<file path="config.mk">
export PLATFORM = sky130hd
export DESIGN_NAME = strobe_vote_sampler
export DESIGN_NICKNAME = d
export VERILOG_FILES = /design/src/rtl/svs_pkg.sv /design/src/rtl/svs_sequencer.sv /design/src/rtl/svs_lane_tally.sv /design/src/rtl/svs_result_store.sv /design/src/rtl/strobe_vote_sampler.sv
export SDC_FILE = /design/constraint.sdc
export NUM_CORES = 1
export LEC_CHECK = 0
export ABC_AREA = 0
export CAP_MARGIN = 20
export CORE_MARGIN = 3
export CORE_UTILIZATION = 42
export DETAILED_ROUTE_END_ITERATION = 10
export PLACE_DENSITY = 0.73
export SYNTH_ARGS = -nofsm -noshare
export SYNTH_HDL_FRONTEND = slang
export SYNTH_HIERARCHICAL = 1
export SYNTH_SLANG_ARGS = --single-unit
</file>
<file path="constraint.sdc">
create_clock -name clk -period 2.4 [get_ports clk]
set_clock_uncertainty 0.2 [all_clocks]
set_input_delay 0.36 -clock clk [delete_from_list [all_inputs] [get_ports clk]]
set_output_delay 0.36 -clock clk [all_outputs]
set_load 0.01 [all_outputs]
</file>
<file path="src/rtl/svs_pkg.sv">
package svs_pkg;

    localparam int STAT_W = 16;

    // status bit positions; lane pairs are decoded by the status source
    localparam int RCV_BIT_EVEN = 1;
    localparam int RCV_BIT_ODD  = 0;
    localparam int WR_BIT_EVEN  = 9;
    localparam int WR_BIT_ODD   = 8;

    typedef enum logic [2:0] {
        ST_IDLE,
        ST_REQ,
        ST_CAP,
        ST_DEC,
        ST_DONE
    } svs_state_t;

    typedef struct packed {
        logic odd;
        logic even;
    } lane_pair_t;

    typedef struct packed {
        logic wr;
        logic x16;
    } run_cfg_t;

    function automatic logic stat_bit(input logic [STAT_W-1:0] w,
                                      input logic wr, input logic odd);
        int pos;
        if (wr) pos = odd ? WR_BIT_ODD : WR_BIT_EVEN;
        else    pos = odd ? RCV_BIT_ODD : RCV_BIT_EVEN;
        return w[pos];
    endfunction

    function automatic logic maj_vote(input int ones, input int total);
        return (2 * ones) > total;
    endfunction

endpackage

</file>
<file path="src/rtl/svs_sequencer.sv">
module svs_sequencer
    import svs_pkg::*;
#(
    parameter int NUM_GROUPS = 2,
    parameter int SAMPLES    = 5,
    parameter int GRP_W      = 1,
    parameter int SCNT_W     = 3
) (
    input  logic             clk,
    input  logic             rst,
    input  logic             start,
    input  logic             mode_wr,
    input  logic             wide_x16,
    input  logic             mem_ack,
    output logic             mem_req,
    output logic             mem_write,
    output logic             mem_first,
    output logic [GRP_W-1:0] mem_group,
    output logic             cap_en,
    output logic             dec_en,
    output logic             tally_clr,
    output logic             res_clr,
    output logic             done
);

    localparam logic [GRP_W-1:0]  FULL_LAST = GRP_W'(NUM_GROUPS - 1);
    localparam logic [GRP_W-1:0]  HALF_LAST = GRP_W'(NUM_GROUPS / 2 - 1);
    localparam logic [SCNT_W-1:0] LAST_S    = SCNT_W'(SAMPLES - 1);

    svs_state_t        st;
    logic [SCNT_W-1:0] scnt;
    logic [GRP_W-1:0]  grp;
    logic              first_q;
    run_cfg_t          cfg;
    logic [GRP_W-1:0]  last_grp;

    assign last_grp = cfg.x16 ? HALF_LAST : FULL_LAST;

    always_ff @(posedge clk) begin
        if (rst) begin
            st      <= ST_IDLE;
            scnt    <= '0;
            grp     <= '0;
            first_q <= 1'b0;
            cfg     <= '0;
        end else begin
            case (st)
                ST_IDLE: begin
                    if (start) begin
                        st      <= ST_REQ;
                        scnt    <= '0;
                        grp     <= '0;
                        first_q <= 1'b1;
                        cfg.wr  <= mode_wr;
                        cfg.x16 <= wide_x16;
                    end
                end
                ST_REQ: begin
                    if (mem_ack) begin
                        st      <= ST_CAP;
                        first_q <= 1'b0;
                    end
                end
                ST_CAP: begin
                    if (scnt == LAST_S) begin
                        st   <= ST_DEC;
                        scnt <= '0;
                    end else begin
                        st   <= ST_REQ;
                        scnt <= scnt + 1'b1;
                    end
                end
                ST_DEC: begin
                    if (grp == last_grp) begin
                        st <= ST_DONE;
                    end else begin
                        st  <= ST_REQ;
                        grp <= grp + 1'b1;
                    end
                end
                ST_DONE: st <= ST_IDLE;
                default: st <= ST_IDLE;
            endcase
        end
    end

    always_comb begin
        mem_req   = (st == ST_REQ);
        mem_write = cfg.wr;
        mem_first = mem_req && first_q;
        mem_group = grp;
        cap_en    = (st == ST_CAP);
        dec_en    = (st == ST_DEC);
        done      = (st == ST_DONE);
        res_clr   = (st == ST_IDLE) && start;
        tally_clr = dec_en || res_clr;
    end

    AST_REQ_HOLD: assert property (@(posedge clk) disable iff (rst)
        (mem_req && !mem_ack) |=> (mem_req && $stable(mem_group) && $stable(mem_write)));

    AST_FIRST_ONCE: assert property (@(posedge clk) disable iff (rst)
        (mem_req && mem_ack) |=> !mem_first);

    AST_DONE_PULSE: assert property (@(posedge clk) disable iff (rst)
        done |=> !done);

    AST_X16_RANGE: assert property (@(posedge clk) disable iff (rst)
        (mem_req && cfg.x16) |-> (mem_group <= HALF_LAST));

endmodule

</file>
<file path="src/rtl/svs_lane_tally.sv">
module svs_lane_tally #(
    parameter int SAMPLES = 5,
    parameter int CNT_W   = 3
) (
    input  logic             clk,
    input  logic             rst,
    input  logic             clr,
    input  logic             en,
    input  logic             bit_in,
    output logic [CNT_W-1:0] ones
);

    always_ff @(posedge clk) begin
        if (rst || clr) begin
            ones <= '0;
        end else if (en && bit_in) begin
            ones <= ones + 1'b1;
        end
    end

    AST_TALLY_BOUND: assert property (@(posedge clk) disable iff (rst)
        int'(ones) <= SAMPLES);

endmodule

</file>
<file path="src/rtl/svs_result_store.sv">
module svs_result_store
    import svs_pkg::*;
#(
    parameter int NUM_GROUPS = 2,
    parameter int GRP_W      = 1
) (
    input  logic                    clk,
    input  logic                    rst,
    input  logic                    clr,
    input  logic                    wr_en,
    input  logic [GRP_W-1:0]        grp,
    input  lane_pair_t              pair,
    output logic [2*NUM_GROUPS-1:0] result
);

    for (genvar g = 0; g < NUM_GROUPS; g++) begin : g_grp
        always_ff @(posedge clk) begin
            if (rst || clr) begin
                result[2*g +: 2] <= 2'b00;
            end else if (wr_en && (grp == GRP_W'(g))) begin
                result[2*g]   <= pair.even;
                result[2*g+1] <= pair.odd;
            end
        end
    end

    AST_RESULT_HOLD: assert property (@(posedge clk) disable iff (rst)
        (!clr && !wr_en) |=> $stable(result));

endmodule

</file>
<file path="src/rtl/strobe_vote_sampler.sv">
module strobe_vote_sampler
    import svs_pkg::*;
#(
    parameter int NUM_LANES = 4,
    parameter int SAMPLES   = 5,
    localparam int NUM_GROUPS = NUM_LANES / 2,
    localparam int GRP_W      = (NUM_GROUPS > 1) ? $clog2(NUM_GROUPS) : 1,
    localparam int SCNT_W     = (SAMPLES > 1) ? $clog2(SAMPLES) : 1,
    localparam int CNT_W      = $clog2(SAMPLES + 1)
) (
    input  logic                 clk,
    input  logic                 rst,
    input  logic                 start,
    input  logic                 mode_wr,
    input  logic                 wide_x16,
    output logic                 mem_req,
    output logic                 mem_write,
    output logic                 mem_first,
    output logic [GRP_W-1:0]     mem_group,
    input  logic                 mem_ack,
    input  logic [STAT_W-1:0]    stat_word,
    output logic [NUM_LANES-1:0] lane_result,
    output logic                 done
);

    logic       cap_en;
    logic       dec_en;
    logic       tally_clr;
    logic       res_clr;
    logic [1:0] lane_bit;
    logic [CNT_W-1:0] ones [2];
    lane_pair_t pair;

    svs_sequencer #(
        .NUM_GROUPS(NUM_GROUPS),
        .SAMPLES   (SAMPLES),
        .GRP_W     (GRP_W),
        .SCNT_W    (SCNT_W)
    ) seq_i (
        .clk      (clk),
        .rst      (rst),
        .start    (start),
        .mode_wr  (mode_wr),
        .wide_x16 (wide_x16),
        .mem_ack  (mem_ack),
        .mem_req  (mem_req),
        .mem_write(mem_write),
        .mem_first(mem_first),
        .mem_group(mem_group),
        .cap_en   (cap_en),
        .dec_en   (dec_en),
        .tally_clr(tally_clr),
        .res_clr  (res_clr),
        .done     (done)
    );

    for (genvar l = 0; l < 2; l++) begin : g_lane
        assign lane_bit[l] = stat_bit(stat_word, mem_write, l[0]);

        svs_lane_tally #(
            .SAMPLES(SAMPLES),
            .CNT_W  (CNT_W)
        ) tally_i (
            .clk   (clk),
            .rst   (rst),
            .clr   (tally_clr),
            .en    (cap_en),
            .bit_in(lane_bit[l]),
            .ones  (ones[l])
        );
    end

    always_comb begin
        pair.even = maj_vote(int'(ones[0]), SAMPLES);
        pair.odd  = maj_vote(int'(ones[1]), SAMPLES);
    end

    svs_result_store #(
        .NUM_GROUPS(NUM_GROUPS),
        .GRP_W     (GRP_W)
    ) store_i (
        .clk   (clk),
        .rst   (rst),
        .clr   (res_clr),
        .wr_en (dec_en),
        .grp   (mem_group),
        .pair  (pair),
        .result(lane_result)
    );

    AST_REQ_IDLE_DONE: assert property (@(posedge clk) disable iff (rst)
        done |-> !mem_req);

    AST_START_BUSY: assert property (@(posedge clk) disable iff (rst)
        (mem_req && start) |=> !mem_first);

endmodule

</file>
=== Word level (Yosys, flattened, before mapping) ===
Cells that the tools add are included.

* Register bits: 20
* Input port bits: 22
* Output and inout port bits: 9
* Logic and storage cells: 69

* Add/subtract/negate cells: 4
* Magnitude comparators: 4
* Equal/unequal tests: 9
* Mux-type cells: 23
* Bitwise operators: 1
* Reduce and logical (&&, ||, !) cells: 18

{| class="wikitable"
|+ Operators with widths
! kind !! number
|-
| $lt 32x6->1 const B || 2
|-
| $mux 3 || 5
|-
| $pmux 3 s4 || 1
|-
| $add 3x1->3 const B || 3
|-
| $mux 1 || 9
|-
| $bmux 1 s4 || 2
|-
| $gt 4x3->1 const B || 2
|-
| $mux 4 || 2
|-
| $eq 3x2->1 const B || 2
|-
| $eq 3x3->1 const B || 2
|-
| $logic_and 1x1->1 || 6
|-
| $pmux 3 s2 || 1
|-
| $reduce_and 2->1 || 3
|-
| $reduce_and 3->1 || 2
|-
| $reduce_bool 2->1 || 3
|-
| $ne 2x2->1 const B || 2
|-
| $pmux 1 s2 || 2
|-
| $eq 3x1->1 const B || 1
|-
| $logic_not 3->1 || 1
|-
| $logic_or 1x1->1 || 3
|-
| $mux 2 || 1
|-
| $ne 2x1->1 const B || 1
|-
| $add 1x1->1 const B || 1
|-
| $eq 1x1->1 || 1
|-
| $not 1->1 || 1
|}

=== Longest topological paths before layout ===
* Depth in word-level cells: 5
* Depth in mapped cells: 6
* Depth with buffers taken out: 5

=== Hierarchy ===
The synthesis kept the hierarchy.

{| class="wikitable"
|+ Modules (own cells, without submodules)
! module !! times used !! cells each !! area an instance (um2) !! sequential area each (um2)
|-
| svs_sequencer || 1 || 62 || 531.8 || 200.2
|-
| svs_lane_tally || 2 || 14 || 153.9 || 60.1
|-
| svs_result_store || 1 || 14 || 157.7 || 80.1
|-
| strobe_vote_sampler || 1 || 4 || 37.5 || 0.0
|}

=== Worst setup path before layout ===
No wires, ideal clock.

* Kind: register to register
* Start point: reg seq_i.st[1]
* End point: reg g_lane[0].tally_i.ones[2]
* Setup time: 0.123 ns
* Data arrival time: 1.583 ns
* Data required time: 2.077 ns
* Path slack: 0.493 ns
* Cell stages (with the launch flop): 7
* Clock period less this slack: 1.907 ns
* Cell sequence: dfxtp_1 > buf_6 > or4b_4 > buf_6 > nand2_1 > nor3b_1 > mux2_1

* Word-level cells in the longest chain between the ends: 4
* Elaborated cells between the ends (all ways): 7

{| class="wikitable"
|+ RTL lines
! item !! RTL line !! source
|-
| start: declaration || svs_sequencer.sv:30 || <nowiki>svs_state_t st;</nowiki>
|-
| start signal: assignment || svs_sequencer.sv:41 || <nowiki>st <= ST_IDLE;</nowiki>
|-
| start signal: assignment || svs_sequencer.sv:50 || <nowiki>st <= ST_REQ;</nowiki>
|-
| start signal: assignment || svs_sequencer.sv:60 || <nowiki>st <= ST_CAP;</nowiki>
|-
| $logic_not 3->1 || svs_sequencer.sv:95 || <nowiki>res_clr = (st == ST_IDLE) && start;</nowiki>
|-
| $logic_and 1x1->1 || svs_sequencer.sv:95 ||
|-
| $logic_or 1x1->1 (*) || svs_sequencer.sv:96 || <nowiki>tally_clr = dec_en || res_clr;</nowiki>
|-
| named net tally_clr || strobe_vote_sampler.sv:28 || <nowiki>logic tally_clr;</nowiki>
|-
| $logic_or 1x1->1 (*) || svs_lane_tally.sv:14 || <nowiki>if (rst || clr) begin</nowiki>
|-
| end signal: assignment || svs_lane_tally.sv:17 || <nowiki>ones <= ones + 1'b1;</nowiki>
|-
| end: declaration || svs_lane_tally.sv:10 || <nowiki>output logic [CNT_W-1:0] ones</nowiki>
|}

The timed path passes the listed nets; every way through them passes the cells marked *.
A chain may end at the register's enable or synchronous reset.

=== Worst setup path in the final report ===
* Start point: reg seq_i.st[1]
* End point: out mem_first

* Word-level cells in the longest chain between the ends: 2

{| class="wikitable"
|+ RTL lines
! item !! RTL line !! source
|-
| $eq 3x1->1 || svs_sequencer.sv:88 || <nowiki>mem_req = (st == ST_REQ);</nowiki>
|-
| $logic_and 1x1->1 || svs_sequencer.sv:90 || <nowiki>mem_first = mem_req && first_q;</nowiki>
|-
| end: declaration || strobe_vote_sampler.sv:18 || <nowiki>output logic mem_first,</nowiki>
|}

Every way passes these cells.

==> key figures <==
Critical path
  – Crit-path max cell delay: 540 ps
  – Slowest-stage cell, CP: clkdlybuf4s50_1
  – CP Class: flip-flop to output pin
  – WP data required: 1840 ps
  – Crit path cell chain: nor2_1 > and3_1 > clkdlybuf4s50_1
  – Worst Path Arrival: 1640 ps
  – Largest fanout on the critical path: 9
  – CP startpoint kind: flip-flop
  – CP endpoint kind: output pin

Global route
  – Initial antenna violation count: 0
  – Overflow after GRT: 0
  – Vias in the first global route: 811
  – Largest net degree at the start of global routing: 14
  – Total GRT Usage: 0.142
  – First-pass GRT wire length: 3590 um

Cells and area
  – Fin nets: 156
  – FF+latch area: 400 um^2
  – Commonest non-fill, non-tap cell in the layout: dfxtp_1
  – Area of the multi-input gates: 578 um^2
  – Share of cells above drive strength 1: 0.171
  – Fin area: 0.00128 mm^2
  – Final Core Density: 0.561
  – Fill cells: 211
  – Area Overhead vs Synth: 23.5%
  – Commonest non-fill, non-tap cells in the layout: dfxtp_1, clkdlybuf4s50_1, nand2_1, nand3_1, nor3_1
  – ANT cells: 0

Logic synthesis
  – Syn Nets: 134
  – Post-synth EDFFs: 0
  – Flops & latches, synth: 20
  – Top_reg_cell synth: dfxtp_1
  – Post-synth ARST share: 0
  – Post-synth cell types: 37
  – Cell count after synthesis: 108
  – Mean Syn Cell Area: 9.58 um^2
  – Yosys warning count: 6
  – Sequential fraction of the synthesis area: 0.387
  – Synthesized area: 0.00103 mm^2

Timing
  – Final setup fails: 0
  – Final hold violation count: 0
  – Tcrit/Tclk final: 0.917
  – RSZ-0062 raised after global routing: no
  – Rel. slew slack: 0.665
  – Slew @ Worst Pin: 501 ps
  – Fin crit period: 2200 ps
  – Highest Clock Rate: 454 MHz
  – TNS Setup: 0 ps
  – Slew Limit Fails: 0

Route
  – # DRC: 0
  – Vias: 838
  – DR WL/cell: 12.9 um
  – First drt pass iteration count: 3
  – Drt via density: 5.34
  – Post-route ant nets: 0
  – Iter 0 DRT Violations: 14
  – Post-Route WL: 2030 um

Place
  – Port buffer count: 18
  – Area after DPL: 0.00124 mm^2
  – DP HPWL: 1540 um
  – Global placer's final weighted congestion: 0.736

Die
  – Initial Utilization: 0.455
  – Die area: 0.00310 mm^2
  – Core footprint: 0.00228 mm^2
  – Std-Cell Rows: 17
  – Die height: 55.6 um
  – I/O Pins: 31
  – Die Width: 55.6 um

Clock tree
  – Worst skew pair latency: 300 ps
  – Hold Buf Count CTS: 0
  – CTS tree: done
  – H-tree levels: 1
  – CTS buffer count: 3
  – Clk sink count: 20
  – CTS-repair resized insts: 0
  – Clk slew on worst S/H paths: 110 ps
  – Clock Tree Root: clkbuf_4
  – Clk buf depth: 2
  – Post-CTS setup buffers: 0

Pwr
  – Leakage Power: 0.504 nW
  – Worst vdd rail ir drop: 0.000354 V
  – PD cells: 493 mW/mm^2

Run status
  – Outcome: finished clean

Job
  – Max cap viols: 0

Worst hold path
  – HP Class: flip-flop to flip-flop
-- area by class of cell --
| type | count | share of cell area |
|---|---|---|
| clock buffers | 4 | 0.0284 |
| inverters | 5 | 0.0196 |
| well taps | 28 | 0.0274 |
| flip-flops and latches | 20 | 0.313 |
| multi-input cells | 79 | 0.452 |
| repair buffers | 21 | 0.159 |
-- critical path: cells and delay by family, from the launching register on --
family / cells / cell delay, ps
buffers and inverters: 1 / 540
flip-flops: 1 / 400
AND/OR/NAND/NOR: 2 / 410
-- state kept, by name, indices dropped and copies added, names as in the netlist --
register             flops
seq_i/mem_group          1
store_i/result           4
seq_i/cfg                1
seq_i/mem_write          1
seq_i/scnt               3
seq_i/st                 3
seq_i/first_q            1
g_lane.tally_i/ones      6
-- per-stage QoR --
step / std cells / setup WS, ps / total power, W / hold WS [ps]
2_1_floorplan: 108 / 493 / 0.000406 / 225
3_3_place_gp: 153 / 183 / 0.000441 / 277
3_5_place_dp: 153 / 147 / 0.000443 / 291
4_1_cts: 157 / 181 / 0.000641 / 307
5_1_grt: 157 / 71.4 / 0.000666 / 337
6_report: 157 / 198 / 0.000629 / 302
-- cells by family after synthesis --
kind of cell,count (synthesis),synth area share
flops,20,0.387
simple gates,44,0.249
xor+xnor,1,0.00847
compound gates,22,0.170
mux,8,0.0822
buf+inv,9,0.0544
fa+ha+maj,4,0.0484
-- power breakdown --
group	total, W	switching (W)	internal (W)
Combinational	0.0000849	0.0000407	0.0000442
Sequential	0.000349	0.0000103	0.000339
Clock	0.000195	0.000103	0.0000925
Total	0.000629	0.000154	0.000476
-- routing by layer --
metal / vias to the layer above / global-route usage / share of wire
met5: - / 0 / 0
met4: 0 / 0.0208 / 0.0084
met3: 2 / 0.0510 / 0.039
met2: 13 / 0.223 / 0.48
met1: 387 / 0.191 / 0.47
li1: 436 / - / -
-- cells in the mapped netlist, types with 2 or more instances --
cell type,number,area [um^2]
a21oi_1,5,25.0
a21oi_2,2,17.5
mux2_1,2,22.5
nor2_1,3,11.3
nor3_1,7,35.0
a211oi_2,2,25.0
nor3b_1,4,30.0
nand2_1,9,33.8
nand3b_1,4,30.0
nor2b_1,2,12.5
a21bo_2,4,40.0
a211oi_1,3,22.5
mux2i_1,4,40.0
a21o_1,2,15.0
inv_1,3,11.3
nand3_1,7,35.0
mux2_2,2,22.5
ha_1,4,50.1
buf_6,2,22.5
dfxtp_1,20,400
-- path summary, 6_finish.rpt --
check | from | end | slack [ps] | cells after the start
max | seq_i/st[1] | mem_first | 200 | 3
min | seq_i/scnt[1] | seq_i/scnt[1] | 300 | 2
max reg2reg | seq_i/st[1] | g_lane[0].tally_i/ones[2] | 470 | 4
min reg2reg | seq_i/scnt[1] | seq_i/scnt[1] | 300 | 2
Power figures use the tool's default switching activity.
